`config.mk`:
```
export PLATFORM = sky130hd
export DESIGN_NAME = da_fir_filter
export DESIGN_NICKNAME = d
export VERILOG_FILES = /design/src/rtl/dafir_pkg.sv /design/src/rtl/da_tap_line.sv /design/src/rtl/da_subset_lut.sv /design/src/rtl/da_shift_acc.sv /design/src/rtl/da_fir_filter.sv
export SDC_FILE = /design/constraint.sdc
export NUM_CORES = 1
export LEC_CHECK = 0
export BUFFER_PORTS_ARGS = -buffer_cell sky130_fd_sc_hd__buf_2
export CORE_MARGIN = 3
export CORE_UTILIZATION = 50
export CTS_CLUSTER_DIAMETER = 120
export DETAILED_ROUTE_END_ITERATION = 8
export PLACE_DENSITY_LB_ADDON = 0.2
export SYNTH_ARGS = -nofsm -noshare
export SYNTH_HDL_FRONTEND = slang
export SYNTH_HIERARCHICAL = 1
export SYNTH_SLANG_ARGS = --single-unit
```
`constraint.sdc`:
```
create_clock -name clk -period 5.05 [get_ports clk]
set_input_delay 1.2625 -clock clk [delete_from_list [all_inputs] [get_ports clk]]
set_output_delay 1.2625 -clock clk [all_outputs]
set_load 0.005 [all_outputs]
```
`src/rtl/dafir_pkg.sv`:
```
// Package: shared types for the bit-serial table-lookup FIR filter.
// Assumes nothing beyond IEEE 1800-2017 enums.
package dafir_pkg;

    // Sequencer state: waiting for a sample, or walking bit slices.
    typedef enum logic {
        ST_IDLE = 1'b0,
        ST_RUN  = 1'b1
    } run_state_e;

endpackage

```
`src/rtl/da_tap_line.sv`:
```
// Module: da_tap_line
// Holds the NTAPS most recent samples (tap 0 newest) and a working copy of
// them. The working copy is shifted right once per bit slice, so bit 0 of
// each working register is the current slice bit of that tap.
// Assumes load and shift are never asserted together.
module da_tap_line #(
    parameter int NTAPS = 4,
    parameter int DW    = 8
) (
    input  logic                 clk,
    input  logic                 rst_n,
    input  logic                 load,
    input  logic                 shift,
    input  logic signed [DW-1:0] sample_in,
    output logic [NTAPS-1:0]     slice
);

    logic signed [DW-1:0] tap_q  [NTAPS];
    logic signed [DW-1:0] tap_d  [NTAPS];
    logic        [DW-1:0] work_q [NTAPS];

    for (genvar k = 0; k < NTAPS; k++) begin : g_tap
        // Next tap value on a load: newest sample enters tap 0, others age by one.
        if (k == 0) begin : g_head
            assign tap_d[k] = sample_in;
        end else begin : g_body
            assign tap_d[k] = tap_q[k-1];
        end

        // Delay line register: moves only when a sample is accepted.
        always_ff @(posedge clk) begin
            if (!rst_n)    tap_q[k] <= '0;
            else if (load) tap_q[k] <= tap_d[k];
        end

        // Working copy: reloaded on accept, shifted right on each slice.
        always_ff @(posedge clk) begin
            if (!rst_n)       work_q[k] <= '0;
            else if (load)    work_q[k] <= tap_d[k];
            else if (shift)   work_q[k] <= {1'b0, work_q[k][DW-1:1]};
        end

        assign slice[k] = work_q[k][0];

        // the stored history holds still on every edge without a load.
        a_r7_tap_hold : assert property (@(posedge clk) disable iff (!rst_n)
            !load |=> $stable(tap_q[k]));
    end

endmodule

```
`src/rtl/da_subset_lut.sv`:
```
// Module: da_subset_lut
// Combinational table of coefficient subset sums. Entry a is the sum of
// COEF[k] for every k whose bit is set in a. Width HW must hold the sum of
// NTAPS coefficients of CW bits.
module da_subset_lut #(
    parameter int NTAPS = 4,
    parameter int CW    = 8,
    parameter int HW    = 10,
    parameter logic signed [CW-1:0] COEF [NTAPS] = '{8'sd37, -8'sd91, 8'sd127, -8'sd128}
) (
    input  logic [NTAPS-1:0]     addr,
    output logic signed [HW-1:0] value
);

    localparam int DEPTH = 1 << NTAPS;

    // Sum of the coefficients selected by the set bits of an address.
    function automatic logic signed [HW-1:0] subset_sum(input int unsigned a);
        int acc;
        acc = 0;
        for (int k = 0; k < NTAPS; k++) begin
            if (a[k]) acc += int'(COEF[k]);
        end
        return HW'(acc);
    endfunction

    logic signed [HW-1:0] table_w [DEPTH];

    for (genvar a = 0; a < DEPTH; a++) begin : g_entry
        assign table_w[a] = subset_sum(a);
    end

    assign value = table_w[addr];

endmodule

```
`src/rtl/da_shift_acc.sv`:
```
// Module: da_shift_acc
// Right-shifting signed accumulator. Each step adds (or, for the sign
// slice, subtracts) a partial sum into the upper part, then shifts the
// whole value right by one. The bit shifted out goes into a DW-bit low
// register, so after DW steps {hi, lo} is the exact product sum.
// Assumes clear and step are never asserted together.
module da_shift_acc #(
    parameter int DW = 8,
    parameter int HW = 10
) (
    input  logic                     clk,
    input  logic                     rst_n,
    input  logic                     clear,
    input  logic                     step,
    input  logic                     negate,
    input  logic signed [HW-1:0]     part,
    output logic signed [HW+DW-1:0]  total
);

    logic signed [HW-1:0] hi_q;
    logic        [DW-1:0] lo_q;
    logic signed [HW:0]   hi_ext;
    logic signed [HW:0]   part_ext;
    logic signed [HW:0]   sum;

    // One guard bit so that adding or negating a table value cannot wrap.
    always_comb begin
        hi_ext   = {hi_q[HW-1], hi_q};
        part_ext = {part[HW-1], part};
        sum      = negate ? (hi_ext - part_ext) : (hi_ext + part_ext);
    end

    // Accumulator registers: cleared on a new sample, shifted on each slice.
    always_ff @(posedge clk) begin
        if (!rst_n || clear) begin
            hi_q <= '0;
            lo_q <= '0;
        end else if (step) begin
            hi_q <= sum[HW:1];
            lo_q <= {sum[0], lo_q[DW-1:1]};
        end
    end

    assign total = {hi_q, lo_q};

endmodule

```
`src/rtl/da_fir_filter.sv`:
```
// Module: da_fir_filter
// Top level: a multiplier-free FIR filter that uses bit-serial table lookup.
// It accepts one sample when idle, spends DW clocks on one bit slice each
// (LSB first, sign slice subtracted last), then pulses out_valid with the
// full-precision result. Coefficients are fixed by the COEF parameter.
// Assumes NTAPS is a power of two and DW >= 3.
module da_fir_filter
    import dafir_pkg::*;
#(
    parameter int NTAPS = 4,
    parameter int DW    = 8,
    parameter int CW    = 8,
    parameter logic signed [CW-1:0] COEF [NTAPS] = '{8'sd37, -8'sd91, 8'sd127, -8'sd128},
    localparam int HW   = CW + $clog2(NTAPS),
    localparam int OW   = HW + DW
) (
    input  logic                 clk,
    input  logic                 rst_n,
    input  logic                 in_valid,
    input  logic signed [DW-1:0] in_sample,
    output logic                 busy,
    output logic                 out_valid,
    output logic signed [OW-1:0] out_result
);

    localparam int CNTW = $clog2(DW + 1);
    localparam logic [CNTW-1:0] LAST_BIT = CNTW'(DW - 1);

    run_state_e           state_q;
    logic [CNTW-1:0]      bit_q;
    logic                 accept;
    logic                 last_slice;
    logic                 running;
    logic [NTAPS-1:0]     slice;
    logic signed [HW-1:0] part;

    assign running    = (state_q == ST_RUN);
    assign accept     = in_valid && !running;
    assign last_slice = running && (bit_q == LAST_BIT);
    assign busy       = running;

    // Sequencer: start on accept, count slices, finish after the sign slice.
    always_ff @(posedge clk) begin
        if (!rst_n) begin
            state_q   <= ST_IDLE;
            bit_q     <= '0;
            out_valid <= 1'b0;
        end else begin
            out_valid <= last_slice;
            if (accept) begin
                state_q <= ST_RUN;
                bit_q   <= '0;
            end else if (last_slice) begin
                state_q <= ST_IDLE;
                bit_q   <= '0;
            end else if (running) begin
                bit_q   <= bit_q + 1'b1;
            end
        end
    end

    da_tap_line #(.NTAPS(NTAPS), .DW(DW)) u_taps (
        .clk       (clk),
        .rst_n     (rst_n),
        .load      (accept),
        .shift     (running),
        .sample_in (in_sample),
        .slice     (slice)
    );

    da_subset_lut #(.NTAPS(NTAPS), .CW(CW), .HW(HW), .COEF(COEF)) u_lut (
        .addr  (slice),
        .value (part)
    );

    da_shift_acc #(.DW(DW), .HW(HW)) u_acc (
        .clk    (clk),
        .rst_n  (rst_n),
        .clear  (accept),
        .step   (running),
        .negate (last_slice),
        .part   (part),
        .total  (out_result)
    );

    // an accepted sample makes the block busy on the next cycle.
    a_r5_busy_after_accept : assert property (@(posedge clk) disable iff (!rst_n)
        (in_valid && !busy) |=> busy);

    // the slice counter never runs past the sample width.
    a_r5_bit_bound : assert property (@(posedge clk) disable iff (!rst_n)
        busy |-> (bit_q <= LAST_BIT));

    // a finished result is flagged for exactly one cycle.
    a_r6_single_pulse : assert property (@(posedge clk) disable iff (!rst_n)
        out_valid |=> !out_valid);

    // the result flag appears exactly when a run ends.
    a_r6_valid_closes_run : assert property (@(posedge clk) disable iff (!rst_n)
        out_valid |-> (!busy && $past(busy)));

    // reset leaves the block idle with no result flagged.
    a_r8_reset_idle : assert property (@(posedge clk)
        !rst_n |=> (!busy && !out_valid));

endmodule

```
==> results.py <==
metrics = {
    "pwr": {
        "p_comb_frac": 0.212,
        "seq_power_share": 0.447,
        "ir_drop_mv": 0.3084,
        "leakagePower_nw": 1.899,
        "pwr-share-clk": 0.341,
        "swShare": 0.2823,
        "powerDensity_mw_per_mm2": 389.9,
        "intPower_mw": 1.249,
        "switchingPower_uw": 491.2,
    },
    "placement": {
        "io_buffers": 30,
        "pre_cts_ws_ns": 1.364,
        "place.gp.congestion": 0.8032,
        "hpwl_um": 4852,
    },
    "grt": {
        "grt_pass1_vias": 2540,
        "grt_use_total": 0.1716,
        "overflow": 0,
        "antenna_found_initial": 0,
        "grt_max_degree": 58,
        "grt_pass1_wl_um": 12220,
    },
    "synthesis": {
        "synth_async_sr_flop_share": 0,
        "synthXorXnorAreaFrac": 0.03440,
        "synth_top_area_frac": 0.4128,
        "synth_top_family_by_area": "simple AND/OR/NAND/NOR gates",
        "synth_edf_count": 56,
        "synth_fa_ha_area_frac": 0.05713,
        "yosysSeqAreaShare": 0.5307,
        "synth-seq-cells": 80,
        "synth_warnings": 6,
        "synth-simple-area-share": 0.1459,
        "postSynthCellCount": 344,
        "yosysTopAreaCell": "edfxtp_1",
        "syn_area_mm2": 0.004074,
        "synth.avg_cell_area_um2": 11.84,
        "syn_nets": 373,
        "synthFlopType": "edfxtp_1",
        "synthMuxAreaShare": 0.04545,
        "synth.distinct_cells": 53,
        "ys_top_cells_by_area": "edfxtp_1 (41%), dfxtp_1 (12%), ha_1 (5.2%)",
        "synth_compound_area_frac": 0.1305,
    },
    "layout": {
        "final_nets": 392,
        "fillers": 675,
        "antenna_cells": 0,
        "drive_above_1_share": 0.1821,
        "syn_to_final_growth_pct": 9.552,
        "multi_input_area_mm2": 0.001687,
        "final_cell_mix": "edfxtp_1 (56), nor2_1 (30), buf_2 (30), and3_1 (30), dfxtp_1 (23)",
        "seq_area_mm2": 0.002163,
        "layout_commonest_cell": "edfxtp_1",
    },
    "sta": {
        "slew_headroom": 0.2020,
        "finalSetupTns_ns": 0,
        "setup_violations": 0,
        "worst_pin_slew_ns": 1.197,
        "slew_viol_final": 0,
        "hold_viol_final": 0,
        "fin_crit_ns": 3.731,
        "rsz0062_at_grt": "no",
        "period_share": 0.7389,
        "fmax_mhz": 268.0,
        "fin_skew_ns": 0.009897,
        "fin_ws_ns": 1.319,
    },
    "critical_path": {
        "crit_type": "register to register",
        "critPathRequiredTime_ns": 5.30,
        "cp-end-kind": "register",
        "critPathMaxFanout": 9,
        "r2r-start": "u_taps/work_q[1][0]",
        "crit_path_start": "u_taps/work_q[1][0]",
        "cp.arrival_ns": 3.98,
        "start_kind": "register",
    },
    "floorplanning": {
        "die_w_um": 96.27,
        "core-area_mm2": 0.007807,
        "dieArea_mm2": 0.009267,
        "start_util": 0.5218,
        "row_count": 32,
        "ios": 31,
        "die_y_um": 96.27,
    },
    "cts": {
        "cts.path.max_buffers": 2,
        "cts_resized": 0,
        "cts-buffers-inserted": 9,
        "ctsHoldBuffers": 0,
        "cts_setup_buffers": 0,
        "cts_tree": "built",
        "clkTransAtPathRegs_ns": 0.09,
        "cts_root_buf": "clkbuf_8",
        "clock_sinks": 80,
        "clk_latency_ns": 0.35,
        "htreeDepth": 3,
    },
    "detailed_routing": {
        "drc": 0,
        "via_per_inst": 5.668,
        "vias": 2664,
        "routed_wl_um": 7406,
        "wl_per_cell_um": 15.76,
        "drt_iter0_drc": 204,
        "firstDrtPassIters": 4,
        "ant_nets": 0,
    },
    "hold_path": {
        "min-delay-start": "u_acc/lo_q[0]",
        "worstHoldPathType": "register to register",
    },
    "status": {
        "status": "completed",
    },
    "flow_run": {
        "cap_violations": 0,
    },
}
critical path, stage by stage (launching register included):
cell and delay, ns:
edfxtp_1 0.47, inv_1 0.14, ha_1 0.27, nand2b_1 0.08
o21ai_0 0.07, buf_4 0.18, nor2_1 0.13, nor4b_1 0.52
a21oi_1 0.16, xnor2_1 0.17, ha_1 0.41, nand2_1 0.12
nor3_1 0.23, a21oi_1 0.11, xnor2_1 0.27, a21oi_1 0.11
a31o_1 0.21
cell type report:
| cell class | instances | area share |
|---|---|---|
| clock buffers | 9 | 0.02775 |
| clock inverters | 7 | 0.02972 |
| inverters | 11 | 0.009251 |
| multi-input cells | 226 | 0.3779 |
| flip-flops and latches | 80 | 0.4847 |
| well taps | 102 | 0.02860 |
| repair buffers | 35 | 0.04205 |
cell families after synthesis:
logic type,count (synthesis)
AOI/OAI and AO/OA,70
xor gates and xnor gates,16
adders and majority gates,18
buffers and inverters,38
DFF,80
muxes,18
and+or+nand+nor,104
final timing paths:
kind                                       to  slack [ns]  cells after the start
worst min-delay path            u_acc/lo_q[0]        0.51                      2
worst max register to register  u_acc/hi_q[9]        1.32                     16
worst max-delay path            u_acc/hi_q[9]        1.32                     16
worst min register to register  u_acc/lo_q[0]        0.51                      2
synth_stat cells, types with 2 or more instances:
cell / n
buf_1: 2
nor2_1: 30
mux2i_1: 17
clkbuf_1: 6
ha_1: 17
nor2b_1: 5
nand2b_1: 5
inv_1: 10
a21o_1: 2
buf_4: 7
and2_2: 2
o21bai_1: 2
buf_6: 7
buf_2: 4
nor4b_1: 2
a32o_1: 7
nor3_1: 7
nand2_1: 11
xnor2_1: 13
o21ai_0: 5
o21ai_1: 4
xor2_1: 3
nor3b_1: 2
dfxtp_1: 24
a211oi_1: 4
a31o_1: 22
edfxtp_1: 56
a31oi_1: 2
and3_1: 30
a21oi_1: 13
power by group through the flow:
| stage | registers (mW) | clock network (mW) | logic (mW) |
|---|---|---|---|
| global route | 0.783 | 0.632 | 0.412 |
| global placement | 0.791 | 0 | 0.359 |
| finish | 0.777 | 0.594 | 0.369 |
| floorplan | 0.784 | 0 | 0.302 |
| CTS | 0.778 | 0.609 | 0.368 |
| detailed placement | 0.793 | 0 | 0.366 |
registers in the layout, summed over array words and instances, names as in the netlist:
signal and cells:
u_acc/lo_q 8, busy 1, u_acc/hi_q 10, u_taps/tap_q 24, out_valid 1, u_taps/work_q 32, bit_q 4
metal layers:
layer	GRT usage	routed length [um]
met3	0.04144	282
met4	0.05924	84
met2	0.2691	3432
met5	0	0
met1	0.2324	3607
stage by stage:
| stage | cell area (um2) | cells | utilization | hold slack (ns) | total power, mW |
|---|---|---|---|---|---|
| 5_1_grt | 4463 | 470 | 0.5716 | 0.5510 | 1.827 |
| 2_1_floorplan | 4074 | 344 | - | 0.4707 | 1.086 |
| 3_5_place_dp | 4207 | 454 | 0.5388 | 0.4976 | 1.159 |
| 4_1_cts | 4463 | 470 | 0.5716 | 0.5186 | 1.754 |
| 6_report | 4463 | 470 | 0.5716 | 0.5077 | 1.740 |
| 3_3_place_gp | 4207 | 454 | 0.5388 | 0.4792 | 1.150 |
No activity file was read; power rests on OpenSTA's default activity.
